==> src/rtl/sbt_pkg.sv <==
package sbt_pkg;
   typedef enum logic [1:0] {
      ST_IDLE = 2'd0,
      ST_WAIT = 2'd1,
      ST_DATA = 2'd2
   } sbt_state_e;
endpackage

==> src/rtl/sbt_ctrl.sv <==
module sbt_ctrl
   import sbt_pkg::*;
#(
   parameter int IDX_W    = 4,
   parameter int MAX_WAIT = 3,
   parameter int WS_W     = 2
) (
   input  logic             clk,
   input  logic             rst_n,
   input  logic             as_n,
   input  logic             rd_wr,
   input  logic [IDX_W-1:0] idx_in,
   input  logic [WS_W-1:0]  wait_sel,
   output logic             term,
   output logic             rd_phase,
   output logic             wr_phase,
   output logic [IDX_W-1:0] idx_q
);
   sbt_state_e      state_q, state_d;
   logic [WS_W-1:0] cnt_q, cnt_d;
   logic [WS_W-1:0] ws_eff;
   logic            rd_q;
   logic            start;

   // clamp the requested wait count to the supported maximum
   assign ws_eff = (int'(wait_sel) > MAX_WAIT) ? WS_W'(MAX_WAIT) : wait_sel;
   assign start  = rst_n && !as_n && (state_q == ST_IDLE);

   always_comb begin
      state_d  = state_q;
      cnt_d    = cnt_q;
      term     = 1'b0;
      rd_phase = 1'b0;
      wr_phase = 1'b0;
      unique case (state_q)
         ST_IDLE: begin
            if (start) begin
               if (ws_eff == '0) begin
                  term    = 1'b1;
                  state_d = ST_DATA;
               end else begin
                  cnt_d   = ws_eff;
                  state_d = ST_WAIT;
               end
            end
         end
         ST_WAIT: begin
            if (as_n) begin
               state_d = ST_IDLE;
            end else if (cnt_q == WS_W'(1)) begin
               term    = 1'b1;
               state_d = ST_DATA;
            end else begin
               cnt_d = cnt_q - WS_W'(1);
            end
         end
         ST_DATA: begin
            state_d = ST_IDLE;
            if (!as_n) begin
               rd_phase = rd_q;
               wr_phase = !rd_q;
            end
         end
         default: state_d = ST_IDLE;
      endcase
   end

   always_ff @(posedge clk or negedge rst_n) begin
      if (!rst_n) begin
         state_q <= ST_IDLE;
         cnt_q   <= '0;
         rd_q    <= 1'b0;
         idx_q   <= '0;
      end else begin
         state_q <= state_d;
         cnt_q   <= cnt_d;
         if (start) begin
            rd_q  <= rd_wr;
            idx_q <= idx_in;
         end
      end
   end
endmodule

==> src/rtl/sbt_regfile.sv <==
module sbt_regfile #(
   parameter int WORDS  = 16,
   parameter int DATA_W = 32,
   parameter int IDX_W  = 4
) (
   input  logic              clk,
   input  logic              rst_n,
   input  logic              we,
   input  logic [IDX_W-1:0]  idx,
   input  logic [DATA_W-1:0] wdata,
   output logic [DATA_W-1:0] rdata
);
   logic [DATA_W-1:0] word_q [WORDS];

   for (genvar g = 0; g < WORDS; g++) begin : g_word
      always_ff @(posedge clk or negedge rst_n) begin
         if (!rst_n) begin
            word_q[g] <= '0;
         end else if (we && (int'(idx) == g)) begin
            word_q[g] <= wdata;
         end
      end
   end

   always_comb begin
      rdata = '0;
      for (int k = 0; k < WORDS; k++) begin
         if (int'(idx) == k) rdata = word_q[k];
      end
   end
endmodule

==> src/rtl/sbt_target.sv <==
module sbt_target #(
   parameter int ADDR_W        = 8,
   parameter int DATA_W        = 32,
   parameter int WORDS         = 16,
   parameter int MAX_WAIT      = 3,
   parameter bit ZERO_IDLE_OUT = 1'b1,
   localparam int IDX_W        = $clog2(WORDS),
   localparam int WS_W         = (MAX_WAIT < 2) ? 1 : $clog2(MAX_WAIT + 1)
) (
   input  logic              clk,
   input  logic              rst_n,
   input  logic [ADDR_W-1:0] bus_addr,
   input  logic              as_n,
   input  logic              rd_wr,
   input  logic [WS_W-1:0]   wait_sel,
   input  logic [DATA_W-1:0] data_in,
   output logic [DATA_W-1:0] data_out,
   output logic              data_oe,
   output logic              term_n
);
   if (WORDS < 2 || (1 << IDX_W) != WORDS) begin : g_bad_words
      $error("sbt_target: WORDS must be a power of two, at least 2");
   end
   if (ADDR_W < IDX_W) begin : g_bad_addr
      $error("sbt_target: ADDR_W too narrow for WORDS");
   end
   if (MAX_WAIT < 0) begin : g_bad_wait
      $error("sbt_target: MAX_WAIT must not be negative");
   end

   logic             term;
   logic             rd_phase;
   logic             wr_phase;
   logic [IDX_W-1:0] idx_q;
   logic [DATA_W-1:0] rdata;

   sbt_ctrl #(
      .IDX_W    (IDX_W),
      .MAX_WAIT (MAX_WAIT),
      .WS_W     (WS_W)
   ) u_ctrl (
      .clk      (clk),
      .rst_n    (rst_n),
      .as_n     (as_n),
      .rd_wr    (rd_wr),
      .idx_in   (bus_addr[IDX_W-1:0]),
      .wait_sel (wait_sel),
      .term     (term),
      .rd_phase (rd_phase),
      .wr_phase (wr_phase),
      .idx_q    (idx_q)
   );

   sbt_regfile #(
      .WORDS  (WORDS),
      .DATA_W (DATA_W),
      .IDX_W  (IDX_W)
   ) u_regs (
      .clk   (clk),
      .rst_n (rst_n),
      .we    (wr_phase),
      .idx   (idx_q),
      .wdata (data_in),
      .rdata (rdata)
   );

   assign term_n  = !term;
   assign data_oe = rd_phase;

   if (ZERO_IDLE_OUT) begin : g_zero_out
      assign data_out = rd_phase ? rdata : '0;
   end else begin : g_raw_out
      assign data_out = rdata;
   end
endmodule

==> config.mk <==
export PLATFORM = sky130hd
export DESIGN_NAME = sbt_target
export DESIGN_NICKNAME = d
export VERILOG_FILES = /design/src/rtl/sbt_pkg.sv /design/src/rtl/sbt_ctrl.sv /design/src/rtl/sbt_regfile.sv /design/src/rtl/sbt_target.sv
export SDC_FILE = /design/constraint.sdc
export NUM_CORES = 1
export LEC_CHECK = 0
export ABC_AREA = 1
export BUFFER_PORTS_ARGS = -buffer_cell sky130_fd_sc_hd__buf_2
export CAP_MARGIN = 20
export CORE_MARGIN = 3
export CORE_UTILIZATION = 47
export CTS_BUF_LIST = sky130_fd_sc_hd__clkbuf_4 sky130_fd_sc_hd__clkbuf_8 sky130_fd_sc_hd__clkbuf_16
export CTS_CLUSTER_DIAMETER = 200
export CTS_CLUSTER_SIZE = 28
export DETAILED_ROUTE_END_ITERATION = 6
export GPL_TIMING_DRIVEN = 0
export HOLD_SLACK_MARGIN = 0.12
export PLACE_DENSITY = 0.7
export SLEW_MARGIN = 20
export SYNTH_ARGS = -nofsm -noshare
export SYNTH_HDL_FRONTEND = slang
export SYNTH_SLANG_ARGS = --single-unit
==> constraint.sdc <==
create_clock -name clk -period 2.8 [get_ports clk]
set_clock_uncertainty 0.1 [all_clocks]
set_input_delay 0.84 -clock clk [delete_from_list [all_inputs] [get_ports clk]]
set_output_delay 0.84 -clock clk [all_outputs]
set_load 0.02 [all_outputs]
======== Word-level counts from Yosys, hierarchy flattened ========
Cells that the tools add are included.
cells by class
  reductions and logical operators ........ 27
  muxes and demuxes ....................... 36
  add/subtract/negate cells ............... 1
  eq/ne operators ......................... 23
operators by type and width
  kind                                                   number
  2-to-1 mux 32 bit                                      17
  equality test 4 bit, second input constant             8
  logical AND 1 bit                                      18
  equality test 4 x 3 -> 1 bit, second input constant    4
  2-to-1 mux 2 bit                                       8
  equality test 4 x 2 -> 1 bit, second input constant    2
  2-to-1 mux 1 bit                                       8
  case mux 2 bit (2 select lines)                        2
  inequality test 2 bit, second input constant           3
  AND reduction 5 bit                                    1
  equality test 2 x 1 -> 1 bit, second input constant    2
  equality test 4 x 1 -> 1 bit, second input constant    1
  zero test 2 bit                                        2
  zero test 4 bit                                        1
  zero test 1 bit                                        3
  inequality test 3 x 2 -> 1 bit, second input constant  1
  equality test 2 bit, second input constant             1
  inequality test 2 x 1 -> 1 bit, second input constant  1
  case mux 1 bit (2 select lines)                        1
  AND reduction 2 bit                                    1
  nonzero test 2 bit                                     1
  subtractor 2 x 1 -> 2 bit, second input constant       1
storage, ports and cells
  logic and storage cells ................. 107
  input port bits ......................... 46
  register bits after elaboration ......... 521
  output and inout bits ................... 34

======== Depth between registers and ports, before layout ========
Gate-level depths: netlist of the first run.
  depth in word-level cells ............... 18
  mapped depth ............................ 16
  depth with buffers taken out ............ 15

======== By module ========
From an unflattened synthesis of the first run, not the netlist that was laid out.
unflattened totals
  cells, all modules ...................... 2825
  area, all modules ....................... 23053.4 µm²
by module, submodules not included
  module       cells an instance  instances  area each (µm²)  seq. area each (µm²)
  sbt_regfile  2699               1          22310.1          12812.3
  sbt_ctrl     58                 1          465.4            225.2
  sbt_target   68                 1          277.8            0.0

======== Worst setup path before layout of the first run ========
OpenSTA, ideal clock, no wires.
  kind .................................... in2out
  start ................................... input port as_n
  end ..................................... output port data_out[12]
  stages on the path ...................... 6
  data arrival time ....................... 2147 ps
  data required time ...................... 1860 ps
  buffers on the path ..................... 1
  setup slack ............................. -287 ps
  cells stage by stage .................... inv_1 nand3_1 inv_1 clkbuf_1 o21ai_0 nor2_1
between the ends
  longest elaborated chain between the ends .. 3
ends and longest elaborated chain
  item               RTL line          source
  start, declared    sbt_target.sv:13  input logic as_n,
  2-to-1 mux 1 bit   sbt_ctrl.sv:59    if (!as_n) begin
  2-to-1 mux 1 bit   sbt_ctrl.sv:35    unique case (state_q)
  net data_oe        sbt_target.sv:18  output logic data_oe,
  2-to-1 mux 32 bit  sbt_target.sv:71  assign data_out = rd_phase ? rdata : '0;
  end, declared      sbt_target.sv:17  output logic [DATA_W-1:0] data_out,
The timed path passes the listed nets, and every way through them passes these cells.

======== Worst setup path after layout of the first run ========
  start ................................... register u_ctrl.idx_q[2]
  end ..................................... output port data_out[25]
between the ends
  longest elaborated chain between the ends .. 18
  elaborated cells between the ends (all ways) .. 33
  classes of those cells .................. eq/ne (15); mux (17); reduce/logical (1)
ends and longest elaborated chain
  item                              RTL line           source
  start, declared                   sbt_ctrl.sv:17     output logic [IDX_W-1:0] idx_q
  start signal, assigned            sbt_ctrl.sv:79     idx_q <= idx_in;
  zero test 4 bit                   sbt_regfile.sv:28  if (int'(idx) == k) rdata = word_q[k];
  2-to-1 mux 32 bit (15 in series)  sbt_regfile.sv:28
  2-to-1 mux 32 bit (*)             sbt_regfile.sv:28
  2-to-1 mux 32 bit (*)             sbt_target.sv:71
Every way passes the cells marked *; elsewhere a longest branch is shown, timed or not.

==> results of run 1 <==
cells in the mapped netlist:
cell | number | area share, %
nor2_2 | 9 | 0.24
inv_1 | 136 | 2.2
inv_2 | 5 | 0.080
ha_1 | 1 | 0.054
nand2_8 | 10 | 0.86
buf_2 | 48 | 1.0
or2_1 | 5 | 0.13
clkbuf_1 | 101 | 1.6
o21ai_0 | 514 | 11
or2_0 | 9 | 0.24
nor3b_1 | 1 | 0.032
dfrtp_1 | 521 | 56
nor4_4 | 1 | 0.091
nand4_1 | 81 | 2.2
a21oi_1 | 41 | 0.88
nor2_4 | 2 | 0.096
o21ai_1 | 24 | 0.51
a21oi_2 | 1 | 0.038
or2_2 | 53 | 1.4
buf_1 | 1 | 0.016
mux2_2 | 2 | 0.096
buf_12 | 1 | 0.086
a31oi_1 | 1 | 0.027
nand3_1 | 92 | 2.0
nor2_1 | 131 | 2.1
nand3b_1 | 1 | 0.032
nand2_2 | 7 | 0.19
buf_4 | 5 | 0.16
buf_6 | 9 | 0.43
clkbuf_2 | 27 | 0.58
nand2_1 | 982 | 16
worst max-delay path, stage by stage, from the launching register on:
cell and delay (ns):
dfrtp_2 0.52, nand2_1 0.40, nor2_4 0.15, inv_2 0.09, clkbuf_1 0.36, nand2_1 0.15
inv_1 0.09, nand4_1 0.13, nand2_1 0.10, nand3_1 0.09, nand2_2 0.09, inv_1 0.04
buf_2 0.15
final timing paths:
check                                         from            endpoint  slack, ns
min in group clk                u_regs.word_q[367]  u_regs.word_q[367]       0.39
worst min-delay path                         rst_n   u_regs.word_q[43]       0.14
worst max-delay path               u_ctrl.idx_q[2]        data_out[25]      -1.07
worst min register to register  u_regs.word_q[367]  u_regs.word_q[367]       0.39
worst max register to register   u_ctrl.state_q[0]  u_regs.word_q[346]       0.18
max in group asynchronous                    rst_n  u_regs.word_q[410]       1.22
cells in the final DEF (no fill, tap or decap), drive strengths merged:
cell type / instances
ha: 1
inv: 140
nand2: 999
bufbuf: 3
nor3b: 1
or2: 67
diode: 1
clkinv: 2
clkbuf: 151
nor2: 142
nand3b: 1
dfrtp: 521
buf: 178
nand4: 81
nand3: 92
nor4: 1
a21oi: 42
o21ai: 538
a31oi: 1
mux2: 2
through the flow:
step / utilization (%) / worst slack [ns] / instances
floorplan: - / 0.01276 / 2822
global placement: 50.18 / -10.99 / 3561
detailed placement: 50.48 / -1.030 / 3566
CTS: 52.89 / -1.049 / 3610
global route: 53.96 / -1.200 / 3627
finish: 53.97 / -1.073 / 3628
power groups by stage:
| stage | sequential (W) | clock [W] | combinational, W |
|---|---|---|---|
| 6_report | 0.00942 | 0.00384 | 0.00428 |
| 5_1_grt | 0.00955 | 0.00414 | 0.00472 |
| 3_3_place_gp | 0.00944 | 0 | 0.00349 |
| 2_1_floorplan | 0.00930 | 0 | 0.00236 |
| 3_5_place_dp | 0.00948 | 0 | 0.00365 |
| 4_1_cts | 0.00936 | 0.00389 | 0.00394 |
per-layer routing:
metal	share of wire [%]	wire [um]	up-vias
met5	0	0	-
met4	4.3	3035	0
met3	7.1	4985	161
met2	47	33100	906
met1	42	29230	9706
li1	-	-	9346
cells by family after synthesis:
family                     after synthesis  synth area share, %
muxes                                    2              0.09643
adders and majority gates                1              0.05356
AOI/OAI and AO/OA                      581                12.47
and+or+nand+nor                       1384                25.36
DFF                                    521                55.82
buffers and inverters                  333                6.193
state kept, by name, indices dropped and copies added (netlist names):
signal	flops
u_ctrl.cnt_q	2
u_ctrl.idx_q	4
u_ctrl.rd_q	1
u_ctrl.state_q	2
u_regs.word_q	512
timing repair:
action                     4_1_cts  5_1_grt
cloned                           3        0
gates resized for setup        128      120
hold endpoints to repair        42        0
setup endpoints to repair       36       34
hold buffers                     1        0
setup buffers                   16       18
pin swaps                        9       46
final cells by class:
class,instances,share of cell area (%)
tap,664,3.138
inverter,141,2.075
multi-input combinational,1968,35.16
clock buffer,23,2.174
clock inverter,1,0.06145
sequential,521,49.27
timing repair buffer,117,3.767
antenna,1,0.009453
buffer,192,4.344
==> metrics.txt, run 1 <==
Synthesized Nets=2869; Setup TNS Final=-31.19 ns; Yosys Warn Count=0; Leak=12.31 nW; FF+latch count, synth=521; post-synthesis sequential area ratio=55.82%; worst-case reg-to-reg path depth=6; CTS tree=done; via count=20120; Synth Area per Inst=8.276 um^2; num rows=81; met1 Use GR=35.71%; 1st-pass router iterations=6; failing checks=negative setup slack; Pint=0.01168 W; worst min path class=in -> async; met3 Usage GRT=3.377%; Num CTS Buffers=22; Req. time, crit path=1.86 ns; Hold WS=0.1383 ns; grt ovf=0; P&R area growth vs syn=13.34%; worst-margin pin slew=0.9488 ns; cell area after layout=26470 um^2; Iter 0 DRT Violations=2153; power density over cell area=662.7 nW/um^2; initial core utilization=47.61%; first-pass GRT wire length=109.2 mm; status=complete, but fails checks; clock transition at the registers of the reported paths=0.11 ns; Cell Area, Synth=23350 um^2; Final setup viols=32; clk_lat worst skew=0.57 ns; detailed-route wire length=70.35 mm; register share of total power=53.7%; root buffer cell=clkbuf_16; antenna violations before repair=0; number of I/O port buffers=75; gpl congestion=0.9403; Peak VDD IR=0.4877 mV; max frequency=258.2 MHz; full die area=52400 um^2; final slew viol count=0; period utilization=138.3%; switching share of power=33.42%; clock network power share=21.9%; Final Hold Fails=0; drt via density=5.545; CP endpoint kind=primary output; # fillers=4528; vias in the first global route=19380; min Tclk post-route=3.873 ns; Psw=0.005862 W; Slew headroom=36.27%; met2 GRT Util=43.05%; CTS sink cnt=521; dpl hpwl=53.17 mm; H-tree depth=1; CTS Buffer Depth=3; CP max FO=10; Synth cell types=31; largest net degree at the start of global routing=104; Startpoint Class=register; FF+latch area=13040 um^2; core area=49050 um^2; RSZ-0062 raised after global routing=yes; DRT antenna net count=0; WP data arrival=2.93 ns; Nets=3010; multi-input combinational cell area=9308 um^2; Total Routing Usage GR=26.31%; Post-Syn Instances=2822; overall power=0.01754 W; DRC errors left=0; Gate power share=24.4%; Ports=80; WS Path Type=reg -> out; gr busiest metal=met2; share of cells above drive strength 1=15.39%; WL/cell=19.39 um; worst setup margin=-1.073 ns; MaxCap Viol Count=0; DP Area=24760 um^2; Die W=228.9 um; die height=228.9 um
No activity file was read; power rests on OpenSTA's default activity.
==> run 2: changes to the inputs <==
==> constraint.sdc (replaced) <==
create_clock -name clk -period 4.3 [get_ports clk]
set_clock_uncertainty 0.1 [all_clocks]
set_input_delay 1.29 -clock clk [delete_from_list [all_inputs] [get_ports clk]]
set_output_delay 1.29 -clock clk [all_outputs]
set_load 0.02 [all_outputs]
==> metrics.txt, run 2 (synthesis results as in run 1) <==
status=complete, but fails checks; failing checks=negative setup slack; CP endpoint kind=primary output; Ports=80; Final Hold Fails=0; WL/cell=19.19 um; clk_lat worst skew=0.57 ns; cell area after layout=25980 um^2; detailed-route wire length=69.36 mm; final slew viol count=0; RSZ-0062 raised after global routing=yes; root buffer cell=clkbuf_16; H-tree depth=1; min Tclk post-route=4.315 ns; Nets=2995; Total Routing Usage GR=26.05%; Leak=12.06 nW; Die W=228.9 um; DP Area=24740 um^2; P&R area growth vs syn=11.22%; max frequency=231.8 MHz; met2 GRT Util=43.24%; Reg with most FFs=u_regs.word_q; # fillers=4657; DRT antenna net count=0; most frequent cells in the layout=968 x nand2_1, 517 x dfrtp_1, 514 x o21ai_0; final core occ=52.96%; antenna violations before repair=0; CP max FO=5; Num CTS Buffers=22; gr busiest metal=met2; full die area=52400 um^2; 1st-pass router iterations=6; CTS Buffer Depth=3; Largest regs=u_regs.word_q: 512 flops, u_ctrl.idx_q: 4 flops; met3 Usage GRT=2.767%; MaxCap Viol Count=0; WP data arrival=2.92 ns; Req. time, crit path=2.91 ns; vias in the first global route=19370; WS Path Type=reg -> out; Largest register FFs=512; Startpoint Class=register; worst-margin pin slew=0.9554 ns; number of I/O port buffers=75; Iter 0 DRT Violations=2041; dpl hpwl=53.21 mm; num rows=81; cts hold-fix bufs=0; worst min path class=reg -> reg; gpl congestion=0.9415; period utilization=100.3%; largest net degree at the start of global routing=104; r2r setup slk=1.81 ns; grt ovf=0; via count=19880; initial core utilization=47.61%; die height=228.9 um; drt via density=5.500; Setup TNS Final=-0.02943 ns; Slew headroom=35.83%; met1 Use GR=35.66%; CTS sink cnt=521; core area=49050 um^2; DRC errors left=0; power density over cell area=433.8 nW/um^2; share of cells above drive strength 1=13.47%; most common cell after layout, fill and taps aside=nand2_1; clock transition at the registers of the reported paths=0.11 ns; CTS tree=done; Final setup viols=3; first-pass GRT wire length=108.3 mm; Hold WS=0.3862 ns; worst setup margin=-0.01494 ns; Peak VDD IR=0.3265 mV; pre-CTS setup slack=-0.7302 ns
run 2: cell types whose count changed in the layout (fill, tap and decap cells not counted), sizes merged:
| cell | previous run | this run |
|---|---|---|
| clkinv | 2 | 3 |
| buf | 178 | 170 |
| bufbuf | 3 | 0 |
| clkbuf | 151 | 147 |
| diode | 1 | 2 |
| inv | 140 | 139 |
run 2: what timing repair did:
action,in CTS,in global routing
cloned,0,1
gates resized for setup,80,110
setup endpoints to repair,33,32
pin swaps,6,24
setup buffers,10,11
run 2: cell type report:
class,instances,area [um^2],area share [%]
diodes,2,5.005,0.01927
plain buffers,191,1077,4.147
clock buffers,23,575.6,2.216
clock inverters,1,16.27,0.06262
inverters,141,549.3,2.115
multi-input cells,1968,9144,35.20
flip-flops and latches,521,13040,50.21
well taps,664,830.8,3.198
repair buffers,103,735.7,2.832
run 2: where the power goes:
| group | total, W | switching, W | internal [W] | leakage [nW] |
|---|---|---|---|---|
| registers | 0.00613 | 0.000462 | 0.00566 | 7.17 |
| clock network | 0.00250 | 0.00153 | 0.000971 | 0.290 |
| logic | 0.00264 | 0.00176 | 0.000884 | 4.60 |
| total | 0.0113 | 0.00375 | 0.00752 | 12.1 |
run 2: final timing paths:
path | from | to | cells after the start
max | u_ctrl.idx_q[1] | data_out[2] | 14
min | u_regs.word_q[446] | u_regs.word_q[446] | 2
max reg2reg | u_ctrl.state_q[0] | u_regs.word_q[350] | 5
min reg2reg | u_regs.word_q[446] | u_regs.word_q[446] | 2
max in group asynchronous | rst_n | u_regs.word_q[314] | 3
min in group asynchronous | rst_n | u_regs.word_q[102] | 1
run 2: metrics by stage:
step,power [W],std cells
after floorplan,0.007577,2822
after global placement,0.008398,3561
after detailed placement,0.008530,3567
after CTS,0.01107,3601
after global routing,0.01185,3612
final,0.01127,3614
run 2: routing by layer:
layer | share of wire (%) | up-vias
met5 | 0 | -
met2 | 47 | 819
li1 | - | 9321
met1 | 42 | 9578
met3 | 6.7 | 158
met4 | 4.1 | 0
run 2: critical path, stage by stage (launching register included):
cell and delay (ns):
dfrtp_2 0.49, inv_6 0.08, nor2_4 0.12, nand2_4 0.10, buf_6 0.15, or2_0 0.19, nand2_1 0.09, nand4_1 0.12
nor2_2 0.16, nand4_1 0.16, nor2_2 0.18, nand4_1 0.16, nor2_2 0.16, nor2_2 0.06, buf_6 0.14
==> run 3: changes to the inputs <==
==> constraint.sdc (replaced) <==
create_clock -name clk -period 4.3 [get_ports clk]
set_clock_uncertainty 0.1 [all_clocks]
set_input_delay 0.215 -clock clk [delete_from_list [all_inputs] [get_ports clk]]
set_output_delay 0.215 -clock clk [all_outputs]
set_load 0.02 [all_outputs]
==> metrics.txt, run 3 (synthesis results as in run 1) <==
status=completed; Max stage delay on crit path=0.65 ns; 1st-pass router iterations=6; antenna violations before repair=0; Nets=3018; Buf/Inv on CP=3; detailed-route wire length=68.48 mm; Post-Layout Cell Count=3635; most common cell after layout, fill and taps aside=nand2_1; postcts setup bufs=0; grt ovf=0; initial core utilization=47.61%; CP top delay family=simple AND/OR/NAND/NOR gates; cell area after layout=25790 um^2; number of I/O port buffers=75; placed insts=3567; CP endpoint kind=primary output; FF+latch area=13040 um^2; power density over cell area=426.9 nW/um^2; WP data arrival=3.35 ns; final core occ=52.57%; H-tree depth=1; DP Area=24740 um^2; via count=19730; r2r startpoint=u_ctrl.idx_q[0]; Peak VDD IR=0.3347 mV; core area=49050 um^2; worst-case reg-to-reg path depth=7; hold_sp=rd_wr; # diodes=0; first-pass GRT wire length=108.1 mm; share of cells above drive strength 1=9.626%; hold path depth=3; Num CTS Buffers=22; drt via density=5.427; Setup crit start=u_ctrl.idx_q[0]; max frequency=272.5 MHz; RSZ-0062 raised after global routing=no; critical path's slowest cell=nor2_2; CTS tree=done; MaxCap Viol Count=0; worst-margin pin slew=0.9942 ns; Setup TNS Final=0 ns; Leak=11.95 nW; crit-path cells=inv_1 > nand2_1 > nor2_2 > clkbuf_1 > a21oi_1 > nand3_1 > nand2_1 > a21oi_1 > buf_2; Iter 0 DRT Violations=1885; P&R area growth vs syn=10.41%; DRT antenna net count=0; CTS sink cnt=521; Req. time, crit path=3.98 ns; CTS Buffer Depth=3; WL/cell=18.84 um; Slew headroom=33.22%; met1 Use GR=35.72%; Reg with most FFs=u_regs.word_q; most frequent cells in the layout=982 x nand2_1, 521 x dfrtp_1, 514 x o21ai_0; Largest register FFs=512; Die W=228.9 um; Hold EP=u_ctrl.rd_q; WS Path Type=reg -> out; Total Routing Usage GR=26.02%; Startpoint Class=register; met3 Usage GRT=2.841%; full die area=52400 um^2; dpl hpwl=53.21 mm; gpl congestion=0.9415; root buffer cell=clkbuf_16; worst r2r dst=u_regs.word_q[103]; Final Hold Fails=0; clk_lat worst skew=0.57 ns; Final setup viols=0; Hold WS=0.3040 ns; period utilization=85.35%; die height=228.9 um; vias in the first global route=19340; met2 GRT Util=43.15%; # fillers=4692; Largest regs=u_regs.word_q: 512 flops, u_ctrl.idx_q: 4 flops; r2r setup slk=1.70 ns; clock transition at the registers of the reported paths=0.11 ns; final slew viol count=0; gr busiest metal=met2; worst min path class=in -> reg; largest net degree at the start of global routing=104; num rows=81; PostCTS Resize Cnt=0; multi-input combinational cell area=8871 um^2; Ports=80; DRC errors left=0; CP max FO=10; min Tclk post-route=3.670 ns
## run 3: changes by cell type in the layout (fill, tap and decap cells not counted), sizes merged
cell / previous run / this run
dlygate4sd3: 0 / 43
buf: 170 / 146
clkbuf: 147 / 151
clkinv: 3 / 1
diode: 2 / 0
inv: 139 / 141
## run 3: worst reg2reg max path: cells and delay by family, from the launching register on
| family | cells | cell delay, ns |
|---|---|---|
| simple gates | 4 | 1.30 |
| buf+inv | 2 | 0.50 |
| flops | 1 | 0.44 |
| compound gates | 1 | 0.10 |
## run 3: through the flow
stage	setup slack (ns)	total power [W]
2_1_floorplan	2.138	0.007577
3_3_place_gp	-8.738	0.008398
3_5_place_dp	1.333	0.008530
4_1_cts	0.6910	0.01101
5_1_grt	0.3946	0.01160
6_report	0.6300	0.01101
## run 3: layout make-up
| cell class | instances | share of cell area [%] |
|---|---|---|
| Sequential cell | 521 | 50.56 |
| Timing Repair Buffer | 125 | 3.911 |
| Clock buffer | 23 | 2.232 |
| Inverter | 141 | 2.053 |
| Buffer | 192 | 3.557 |
| Tap cell | 664 | 3.222 |
| Multi-Input combinational cell | 1968 | 34.40 |
| Clock inverter | 1 | 0.06308 |
## run 3: power breakdown
part	switching, W	total [W]	internal, W
clock	0.00151	0.00248	0.000971
sequential	0.000441	0.00610	0.00566
combinational	0.00165	0.00242	0.000770
total	0.00360	0.0110	0.00740
## run 3: how the worst max path moves through the flow
stage                      endpoint  slack (ns)  cells after the start
detailed placement     data_out[30]        1.33                      9
finish                 data_out[24]        0.63                      9
CTS                    data_out[30]        0.69                      9
global route           data_out[20]        0.39                     12
global placement    u_ctrl.cnt_q[0]       -8.74                      4
floorplan              data_out[14]        2.14                     11
## run 3: per-layer routing
metal	routed length (um)	vias up	part of all wire (%)
met2	31940	777	47
met4	2702	0	3.9
li1	-	9358	-
met1	29270	9446	43
met5	0	-	0
met3	4561	145	6.7
## run 3: repair_timing
action	in CTS	in global routing
setup endpoints to repair	0	0
endpoints found under the hold margin	390	0
hold buffers	44	0
